===== config.mk =====
export PLATFORM = sky130hd
export DESIGN_NAME = sst_tx
export DESIGN_NICKNAME = d
export VERILOG_FILES = /design/src/rtl/sst_pkg.sv /design/src/rtl/sst_regs.sv /design/src/rtl/sst_clkgen.sv /design/src/rtl/sst_extclk.sv /design/src/rtl/sst_shifter.sv /design/src/rtl/sst_tx.sv
export SDC_FILE = /design/constraint.sdc
export NUM_CORES = 1
export LEC_CHECK = 0
export CAP_MARGIN = 10
export CORE_MARGIN = 4
export CORE_UTILIZATION = 50
export CTS_CLUSTER_DIAMETER = 50
export DETAILED_ROUTE_END_ITERATION = 8
export GPL_TIMING_DRIVEN = 1
export PLACE_DENSITY = 0.75
export SLEW_MARGIN = 20
export SYNTH_ARGS = -nofsm -noshare
export SYNTH_HDL_FRONTEND = slang
export SYNTH_SLANG_ARGS = --single-unit

===== constraint.sdc =====
create_clock -name clk -period 5.6 [get_ports clk]
set_input_delay 0.56 -clock clk [delete_from_list [all_inputs] [get_ports clk]]
set_output_delay 0.56 -clock clk [all_outputs]
set_load 0.005 [all_outputs]

===== src/rtl/sst_pkg.sv =====
package sst_pkg;

    localparam int FRAME_BITS = 8;
    localparam int IDX_W      = $clog2(FRAME_BITS);

    typedef enum logic [1:0] {
        A_CTRL = 2'd0,
        A_STAT = 2'd1,
        A_DATA = 2'd2
    } sst_addr_e;

    // packed so that tx_en sits at bit0 and ext_clk at bit3
    typedef struct packed {
        logic ext_clk;
        logic end_ie;
        logic empty_ie;
        logic tx_en;
    } sst_ctrl_t;

    typedef struct packed {
        logic empty;
        logic done;
    } sst_stat_t;

    function automatic logic [7:0] ctrl_byte(input sst_ctrl_t c);
        return {4'b0000, c};
    endfunction

    function automatic logic [7:0] stat_byte(input sst_stat_t s);
        return {s.empty, s.done, 6'b000000};
    endfunction

endpackage


===== src/rtl/sst_regs.sv =====
module sst_regs
    import sst_pkg::*;
(
    input  logic                  clk,
    input  logic                  rst,
    input  logic                  lp_req,
    input  logic                  bus_wr,
    input  logic                  bus_rd,
    input  logic [1:0]            bus_addr,
    input  logic [7:0]            bus_wdata,
    output logic [7:0]            bus_rdata,
    input  logic                  load,
    input  logic                  frame_end,
    output sst_ctrl_t             ctrl,
    output logic [FRAME_BITS-1:0] hold_data,
    output logic                  pending,
    output logic                  data_wr,
    output logic                  irq_empty,
    output logic                  irq_end,
    output logic                  xfer_req
);

    sst_ctrl_t             ctrl_q;
    sst_stat_t             stat_q;
    logic [FRAME_BITS-1:0] data_q;
    logic                  armed_q;
    logic                  req_q;
    sst_addr_e             addr;

    assign addr    = sst_addr_e'(bus_addr);
    assign data_wr = bus_wr && !lp_req && (addr == A_DATA);

    always_ff @(posedge clk) begin
        if (rst) begin
            ctrl_q  <= '0;
            stat_q  <= '{empty: 1'b1, done: 1'b1};
            data_q  <= '0;
            armed_q <= 1'b0;
        end else if (lp_req) begin
            ctrl_q.tx_en    <= 1'b0;
            ctrl_q.empty_ie <= 1'b0;
            ctrl_q.end_ie   <= 1'b0;
            stat_q          <= '{empty: 1'b1, done: 1'b1};
            data_q          <= '0;
            armed_q         <= 1'b0;
        end else begin
            if (bus_wr && addr == A_CTRL)
                ctrl_q <= sst_ctrl_t'(bus_wdata[3:0]);
            if (data_wr)
                data_q <= bus_wdata;
            if (bus_rd && addr == A_STAT && stat_q.empty)
                armed_q <= 1'b1;
            if (bus_wr && addr == A_STAT && armed_q && !bus_wdata[7]) begin
                stat_q.empty <= 1'b0;
                armed_q      <= 1'b0;
            end
            if (load) begin
                stat_q.empty <= 1'b1;
                stat_q.done  <= 1'b0;
            end else if (frame_end && stat_q.empty) begin
                stat_q.done <= 1'b1;
            end
        end
    end

    always_ff @(posedge clk) begin
        if (rst) req_q <= 1'b0;
        else     req_q <= irq_empty;
    end

    always_comb begin
        case (addr)
            A_CTRL:  bus_rdata = ctrl_byte(ctrl_q);
            A_STAT:  bus_rdata = stat_byte(stat_q);
            A_DATA:  bus_rdata = data_q;
            default: bus_rdata = '0;
        endcase
    end

    assign ctrl      = ctrl_q;
    assign hold_data = data_q;
    assign pending   = !stat_q.empty;
    assign irq_empty = ctrl_q.tx_en && ctrl_q.empty_ie && stat_q.empty;
    assign irq_end   = ctrl_q.end_ie && stat_q.done;
    assign xfer_req  = irq_empty && !req_q;


    load_sets_empty_chk: assert property (@(posedge clk) disable iff (rst)
        load |=> stat_q.empty);


    lp_clear_chk: assert property (@(posedge clk) disable iff (rst)
        lp_req |=> (stat_q.empty && stat_q.done && !ctrl_q.tx_en &&
                    !ctrl_q.empty_ie && !ctrl_q.end_ie && data_q == '0));


    xfer_pulse_chk: assert property (@(posedge clk) disable iff (rst)
        xfer_req |=> !xfer_req);

endmodule


===== src/rtl/sst_clkgen.sv =====
module sst_clkgen #(
    parameter int HALF_DIV = 4
) (
    input  logic clk,
    input  logic rst,
    input  logic run,
    output logic sclk,
    output logic fall_p,
    output logic rise_p
);

    localparam int CW = (HALF_DIV > 1) ? $clog2(HALF_DIV) : 1;
    localparam logic [CW-1:0] LAST = CW'(HALF_DIV - 1);

    logic [CW-1:0] cnt_q;
    logic          sclk_q;
    logic          tick;

    assign tick   = run && (cnt_q == LAST);
    assign fall_p = tick && sclk_q;
    assign rise_p = tick && !sclk_q;
    assign sclk   = sclk_q;

    always_ff @(posedge clk) begin
        if (rst || !run) begin
            cnt_q  <= '0;
            sclk_q <= 1'b1;
        end else if (tick) begin
            cnt_q  <= '0;
            sclk_q <= !sclk_q;
        end else begin
            cnt_q <= cnt_q + 1'b1;
        end
    end


    stopped_high_chk: assert property (@(posedge clk) disable iff (rst)
        !run |=> sclk_q);

endmodule


===== src/rtl/sst_extclk.sv =====
module sst_extclk #(
    parameter int SYNC_STAGES = 2,
    parameter int GUARD_CYC   = 5
) (
    input  logic clk,
    input  logic rst,
    input  logic lp_req,
    input  logic enable,
    input  logic sclk_in,
    input  logic data_wr,
    output logic fall_p,
    output logic rise_p
);

    localparam int GW = $clog2(GUARD_CYC + 1);
    localparam logic [GW-1:0] GUARD_LOAD = GW'(GUARD_CYC);

    logic [SYNC_STAGES:0] chain_q;
    logic [GW-1:0]        guard_q;
    logic                 cur, prev, open_win;

    always_ff @(posedge clk) begin
        if (rst) chain_q <= '1;
        else     chain_q <= {chain_q[SYNC_STAGES-1:0], sclk_in};
    end

    always_ff @(posedge clk) begin
        if (rst || lp_req)       guard_q <= '0;
        else if (data_wr)        guard_q <= GUARD_LOAD;
        else if (guard_q != '0)  guard_q <= guard_q - 1'b1;
    end

    assign cur      = chain_q[SYNC_STAGES-1];
    assign prev     = chain_q[SYNC_STAGES];
    assign open_win = enable && (guard_q == '0);
    assign fall_p   = open_win && prev && !cur;
    assign rise_p   = open_win && !prev && cur;


    guard_block_chk: assert property (@(posedge clk) disable iff (rst)
        (guard_q != '0) |-> !(fall_p || rise_p));

endmodule


===== src/rtl/sst_shifter.sv =====
module sst_shifter
    import sst_pkg::*;
(
    input  logic                  clk,
    input  logic                  rst,
    input  logic                  lp_req,
    input  logic                  start_ok,
    input  logic [FRAME_BITS-1:0] data_in,
    input  logic                  fall_p,
    input  logic                  rise_p,
    output logic                  txd,
    output logic                  active,
    output logic                  load,
    output logic                  frame_end
);

    localparam logic [IDX_W-1:0] LAST_IDX = IDX_W'(FRAME_BITS - 1);

    logic                  active_q, driven_q, txd_q;
    logic [IDX_W-1:0]      idx_q;
    logic [FRAME_BITS-1:0] sh_q;

    assign frame_end = active_q && driven_q && rise_p && (idx_q == LAST_IDX);
    assign load      = !lp_req && start_ok && (!active_q || frame_end);

    always_ff @(posedge clk) begin
        if (rst || lp_req) begin
            active_q <= 1'b0;
            driven_q <= 1'b0;
            idx_q    <= '0;
            sh_q     <= '0;
            txd_q    <= 1'b1;
        end else if (load) begin
            active_q <= 1'b1;
            driven_q <= 1'b0;
            idx_q    <= '0;
            sh_q     <= data_in;
            txd_q    <= 1'b1;
        end else if (frame_end) begin
            active_q <= 1'b0;
            driven_q <= 1'b0;
            txd_q    <= 1'b1;
        end else if (active_q) begin
            if (fall_p && !driven_q) begin
                txd_q    <= sh_q[0];
                sh_q     <= {1'b0, sh_q[FRAME_BITS-1:1]};
                driven_q <= 1'b1;
            end else if (rise_p && driven_q) begin
                driven_q <= 1'b0;
                idx_q    <= idx_q + 1'b1;
            end
        end
    end

    assign txd    = txd_q;
    assign active = active_q;


    idle_high_chk: assert property (@(posedge clk) disable iff (rst)
        !active_q |-> txd_q);


    frame_stop_chk: assert property (@(posedge clk) disable iff (rst)
        (frame_end && !load) |=> !active_q);

endmodule


===== src/rtl/sst_tx.sv =====
module sst_tx
    import sst_pkg::*;
#(
    parameter int HALF_DIV    = 4,
    parameter int GUARD_CYC   = 5,
    parameter int SYNC_STAGES = 2
) (
    input  logic       clk,
    input  logic       rst,
    input  logic       lp_req,
    input  logic       bus_wr,
    input  logic       bus_rd,
    input  logic [1:0] bus_addr,
    input  logic [7:0] bus_wdata,
    output logic [7:0] bus_rdata,
    input  logic       sclk_in,
    output logic       sclk_out,
    output logic       txd,
    output logic       irq_empty,
    output logic       irq_end,
    output logic       xfer_req
);

    sst_ctrl_t             ctrl;
    logic [FRAME_BITS-1:0] hold_data;
    logic                  pending, data_wr, load, frame_end, active;
    logic                  int_sclk, int_fall, int_rise;
    logic                  ext_fall, ext_rise;
    logic                  fall_p, rise_p;

    sst_regs u_regs (
        .clk       (clk),
        .rst       (rst),
        .lp_req    (lp_req),
        .bus_wr    (bus_wr),
        .bus_rd    (bus_rd),
        .bus_addr  (bus_addr),
        .bus_wdata (bus_wdata),
        .bus_rdata (bus_rdata),
        .load      (load),
        .frame_end (frame_end),
        .ctrl      (ctrl),
        .hold_data (hold_data),
        .pending   (pending),
        .data_wr   (data_wr),
        .irq_empty (irq_empty),
        .irq_end   (irq_end),
        .xfer_req  (xfer_req)
    );

    sst_clkgen #(.HALF_DIV(HALF_DIV)) u_clkgen (
        .clk    (clk),
        .rst    (rst),
        .run    (active && !ctrl.ext_clk && !lp_req),
        .sclk   (int_sclk),
        .fall_p (int_fall),
        .rise_p (int_rise)
    );

    sst_extclk #(.SYNC_STAGES(SYNC_STAGES), .GUARD_CYC(GUARD_CYC)) u_extclk (
        .clk     (clk),
        .rst     (rst),
        .lp_req  (lp_req),
        .enable  (ctrl.ext_clk),
        .sclk_in (sclk_in),
        .data_wr (data_wr),
        .fall_p  (ext_fall),
        .rise_p  (ext_rise)
    );

    assign fall_p   = ctrl.ext_clk ? ext_fall : int_fall;
    assign rise_p   = ctrl.ext_clk ? ext_rise : int_rise;
    assign sclk_out = ctrl.ext_clk ? 1'b1 : int_sclk;

    sst_shifter u_shift (
        .clk       (clk),
        .rst       (rst),
        .lp_req    (lp_req),
        .start_ok  (ctrl.tx_en && pending),
        .data_in   (hold_data),
        .fall_p    (fall_p),
        .rise_p    (rise_p),
        .txd       (txd),
        .active    (active),
        .load      (load),
        .frame_end (frame_end)
    );

endmodule


[After elaboration in Yosys (flattened, before gate mapping)]
Cells that the tools add are included.
Cells by class
  add/sub/neg operators: 3
  equal/unequal tests: 5
  muxes and demuxes: 16
  bitwise operators: 3
  reduce and logical (&&, ||, !) cells: 66
Operator list (count)
  $mux 8: 4
  $logic_and 1x1->1: 31
  $pmux 8 s3: 1
  $reduce_bool 2->1: 6
  $logic_not 1->1: 11
  $mux 1: 9
  $reduce_or 3->1: 3
  $reduce_or 2->1: 4
  $mux 3: 2
  $reduce_and 2->1: 3
  $eq 2x2->1 const B: 2
  $reduce_and 4->1: 1
  $add 3x1->3 const B: 1
  $eq 3x3->1 const B: 1
  $logic_not 3->1: 1
  $logic_or 1x1->1: 3
  $not 1->1: 3
  $reduce_and 3->1: 1
  $reduce_bool 3->1: 1
  $sub 3x1->3 const B: 1
  $add 2x1->2 const B: 1
  $eq 2x1->1 const B: 1
  $logic_not 2->1: 1
  $ne 2x2->1 const B: 1
Storage, ports and cells
  register bits: 39
  input port bits: 16
  output and inout bits: 13
  word-level logic and storage cells: 112

[Longest topological paths before layout]
  depth in word-level cells: 12
  depth in mapped cells: 9

[Cells and area by module]
A second synthesis with hierarchy kept.
Unflattened totals
  cell total of the unflattened synthesis: 198
  area, all modules: 1853.0 µm²
Modules (own cells, without submodules)
  sst_regs: times used 1, cells an instance 86, area each 772.0 µm²
  sst_shifter: times used 1, cells an instance 69, area each 633.1 µm²
  sst_extclk: times used 1, cells an instance 27, area each 274.0 µm²
  sst_clkgen: times used 1, cells an instance 11, area each 131.4 µm²
  sst_tx: times used 1, cells an instance 5, area each 42.5 µm²

[Least setup slack after synthesis]
No wires, ideal clock.
  path kind: register to register
  from: register u_extclk.guard_q[0]
  to: register u_regs.stat_q[0] (netlist bit)
  data arrival time: 1.768 ns
  required time: 5.471 ns
  path slack: 3.703 ns
  cell stages (with the launch flop): 9
  clock period less this slack: 1.897 ns
  path through: dfxtp_1 -> inv_1 -> ha_1 -> ha_1 -> and4b_1 -> o2bb2a_4 -> and2b_2 -> a311oi_1 -> a31oi_1
Between the ends
  cells in the longest elaborated chain, start to end: 10
  elaborated cells between the ends (all ways): 12
  those cells by class: mux: 2; reduce/logical: 10
Ends and longest elaborated chain
  from (decl): line sst_extclk.sv:19  | logic [GW-1:0] guard_q;
  from (signal assigned): line sst_extclk.sv:30  | else if (guard_q != '0) guard_q <= guard_q - 1'b1;
  $logic_not 3->1 *: line sst_extclk.sv:35  | assign open_win = enable && (guard_q == '0);
  $logic_and 1x1->1 *: line sst_extclk.sv:35
  $logic_and 1x1->1 * (2 in a row): line sst_extclk.sv:37  | assign rise_p = open_win && !prev && cur;
  $mux 1 *: line sst_tx.sv:72  | assign rise_p = ctrl.ext_clk ? ext_rise : int_rise;
  $logic_and 1x1->1 * (2 in a row): line sst_shifter.sv:23  | assign frame_end = active_q && driven_q && rise_p && (idx_q == LAST_IDX);
  $logic_or 1x1->1: line sst_shifter.sv:24  | assign load = !lp_req && start_ok && (!active_q || frame_end);
  $logic_and 1x1->1: line sst_shifter.sv:24
  $mux 1 / $reduce_bool 2->1 (equally long branches)
  to (signal assigned): line sst_regs.sv:36  | stat_q <= '{empty: 1'b1, done: 1'b1};
  to (signal assigned): line sst_regs.sv:43  | stat_q <= '{empty: 1'b1, done: 1'b1};
  to (decl): line sst_regs.sv:24  | sst_stat_t stat_q;
Every way passes the cells marked *; elsewhere a longest branch is shown, timed or not.
A chain may end at the register's enable or synchronous reset.

[Worst setup path after layout]
  from: input port bus_addr[1]
  to: output port bus_rdata[6]
Between the ends
  cells in the longest elaborated chain, start to end: 2
  elaborated cells between the ends (all ways): 4
  those cells by class: eq/ne: 2; mux: 1; reduce/logical: 1
Ends and longest elaborated chain
  from (decl): line sst_tx.sv:13  | input logic [1:0] bus_addr,
  $eq 2x2->1, or another cell as far along: line sst_regs.sv:72  | case (addr)
  $pmux 8 s3 *: line sst_regs.sv:72
  to (decl): line sst_tx.sv:15  | output logic [7:0] bus_rdata,
Marked as above.

==> key figures <==
Layout
  • Layout cell share with drive strength beyond 1: 9.50%
  • Cell area after layout: 0.00214 mm2
  • P&R area growth vs syn: 18.8%
  • Fin cells: 267
  • Nets: 244
  • ANT cells: 0

Placed design
  • Inst Count DP: 261
  • Placement Cell Area: 0.00210 mm2
  • Port buffer count: 28
  • DP Wirelength: 2760 um
  • Gp weighted congestion: ~0.80

Pwr
  • Switching Fraction: a little under a quarter
  • Clock share of power: 28.4%
  • Flop pwr share: 62.9%
  • Combinational share of power: 8.7%
  • Power Dens Cells: between 200 and 250 mW/mm2
  • Sw Pwr: 0.104 mW
  • Leak: 0.743 nW
  • Internal Power: 0.346 mW
  • Peak VDD IR: 0.127 mV

STA
  • Post-Route Skew: 0.00941 ns
  • Max frequency: roughly 0.35 GHz
  • Worst-margin pin slew: about 0.95 ns
  • Final Hold Viols: 0
  • RSZ-0062 raised after global routing: no
  • Slew HR: 36.8%
  • Final period util: 51.3%
  • # setup viols final: 0
  • Post-Route Setup TNS: 0 ns
  • Final worst path period need: 2.87 ns
  • Slew Limit Fails: 0

Synthesis
  • Post-synthesis cell count: 194
  • EDFF count, synth: 0
  • Post-Syn Nets: 216
  • Synth top area share: about 43%
  • Async SR Flop Fraction: 0%
  • Ys flop type: dfxtp_1
  • Most common cell in the netlist: dfxtp_1
  • FF+latch count, synth: 39
  • Post-synth cell types: 44
  • Post-synth top cells: dfxtp_1, nand2_1, a21oi_1
  • Post-synthesis cell area: 0.00180 mm2
  • Post-synthesis sequential area ratio: 43.3%
  • Area leader, netlist: dfxtp_1
  • Mean Syn Cell Area: 9.30 um2
  • Synth area leaders: dfxtp_1, mux2i_1, a21oi_1, nand2_1, ha_1
  • Ys Warns: 0

Drt
  • DR vias: 1436
  • Max Used Layer: met4
  • Post-route ant nets: 0
  • Met2 wire len: approximately 1800 um
  • Metal3 WL: 169 um
  • First DRT Iteration DRCs: 58
  • Drt pass-1 iters: 4
  • Drt wl/cell: 13.6 um
  • Via/cell ratio: 5.38
  • DRC violations left: 0
  • DRT met1 WL: 1630 um
  • Drt total wl: 3620 um

Floorplan
  • Die ar.: 0.00463 mm2
  • Site Rows: 21
  • Core area: 0.00342 mm2
  • Chip Height: 68.1 um
  • Chip width: 68.1 um
  • Top Ports: 29
  • Initial Utilization: 52.8%

Min path
  • WHS Path Cells: 1
  • Worst Hold Endpoint: u_extclk.chain_q[1]$_SDFF_PP1_
  • Hold Crit Start: u_extclk.chain_q[0]$_SDFF_PP1_
  • Class of the worst hold path: reg -> reg

Clock network
  • Sink Count: 39
  • Hold buffer count at CTS: 0
  • Clock Path Buffers: 2
  • Later-pin clock latency in the skew report: 0.34 ns
  • Clock tree from TritonCTS: done
  • CTS resizes: 0
  • Clk slew on worst S/H paths: approximately 0.11 ns
  • CTS H-tree lvls: 2
  • Setup Fix Bufs, Post-CTS: 0
  • Root Driver: clkbuf_4
  • CTS Buf Count: 5

Worst setup path
  • Crit Path Class: in -> out
  • R2R depth: 7
  • Crit path DAT: 2.31 ns
  • Crit Reg-Reg Endpoint: u_shift.txd$_SDFFE_PP1P_
  • Worst Path Max Fanout: 7
  • R2r setup slk: 3.03 ns
  • R2r startpoint: u_extclk.guard_q[0]$_SDFFE_PP0P_
  • Crit path capture type: output pin
  • Crit path launch type: input pin
  • Req. time, crit path: 5.04 ns

GRT
  • Largest net degree at the start of global routing: 22
  • Initial antenna violation count: 0
  • Vias in the first global route: 1424
  • First-pass GRT wire length: between 6000 and 7000 um
  • Gr usage total: 17.9%
  • Gr ovfl total: 0

Flow run
  • MaxCap Viol Count: 0

Outcome
  • Status: completed
worst max path at each step:
stage                                           startpoint                       endpoint  slack (ns)  cells past startpoint
after floorplan           u_extclk.guard_q[0]$_SDFFE_PP0P_  u_regs.stat_q[0]$_SDFFE_PP1P_        3.70                      8
after global placement                         bus_addr[1]                   bus_rdata[7]        2.84                      4
after detailed placement                       bus_addr[1]                   bus_rdata[7]        2.75                      4
after CTS                                      bus_addr[1]                   bus_rdata[6]        2.74                      4
after global routing                           bus_addr[1]                   bus_rdata[6]        2.64                      4
final                                          bus_addr[1]                   bus_rdata[6]        2.73                      4
critical path: stages:
cell             delay (ns)
clkdlybuf4s50_1        0.66
nor2b_1                0.38
a22o_1                 0.19
clkdlybuf4s50_1        0.51
power groups by stage:
| stage | clock [mW] | combinational, mW | sequential [mW] |
|---|---|---|---|
| CTS | 0.133 | 0.0395 | 0.283 |
| global placement | 0 | 0.0376 | 0.289 |
| finish | 0.128 | 0.0392 | 0.283 |
| detailed placement | 0 | 0.0393 | 0.289 |
| floorplan | 0 | 0.0205 | 0.288 |
| global route | 0.144 | 0.0427 | 0.283 |
placed cells by master (no fill, tap or decap), types with 2 or more instances in the layout:
cell type	netlist	layout
a21oi_1	19	19
ha_1	6	6
dfxtp_1	39	39
a22o_1	2	2
nand2b_1	2	2
nand3b_1	2	2
nor2_1	18	18
inv_1	8	8
o21ai_0	7	7
clkdlybuf4s50_1	0	28
xor2_1	2	2
clkbuf_4	0	5
nand2_1	22	22
or2_2	5	5
a31oi_1	2	2
mux2i_1	17	17
nor4_1	2	2
nor2b_1	3	3
nand3_1	2	2
nor3_1	3	3
and2_1	5	5
final cells by class:
cell class | count | area, um2
multi-input cells | 140 | 953
well taps | 46 | 57.6
inverters | 8 | 30.0
repair buffers | 28 | 280
clock buffers | 6 | 41.3
fillers | 291 | 1270
flip-flops and latches | 39 | 781
kinds of logic (layout without fill, tap and decap cells):
group | Yosys count | in the layout | synth area share, %
AO/OA/AOI/OAI | 39 | 39 | 14.6
AND/OR/NAND/NOR | 74 | 74 | 22.5
buffers and inverters | 15 | 42 | 3.88
XOR/XNOR | 3 | 3 | 1.46
flip-flops | 39 | 39 | 43.3
adder cells (fa/ha/maj) | 6 | 6 | 4.16
multiplexers | 18 | 18 | 10.1
registers in the layout, summed over array words and instances (netlist names), 2 cells and up:
register	flops
u_shift.sh_q	8
u_clkgen.cnt_q	2
u_shift.idx_q	3
u_regs.stat_q	2
u_regs.ctrl	4
u_regs.hold_data	8
u_extclk.chain_q	3
u_extclk.guard_q	3
through the flow:
stage	power (mW)	setup WS, ns	utilization [%]	hold slack (ns)
2_1_floorplan	0.309	3.70	-	0.389
3_3_place_gp	0.327	2.84	61.5	0.394
3_5_place_dp	0.328	2.75	61.5	0.396
4_1_cts	0.455	2.74	62.7	0.421
5_1_grt	0.470	2.64	62.7	0.431
6_report	0.450	2.73	62.7	0.421
metal layers:
| metal | vias up | track usage [%] |
|---|---|---|
| met5 | - | 0 |
| met2 | 39 | 30.1 |
| met3 | 7 | 6.57 |
| li1 | 724 | - |
| met4 | 0 | 6.95 |
| met1 | 666 | 20.5 |
No activity file was read; power rests on OpenSTA's default activity.
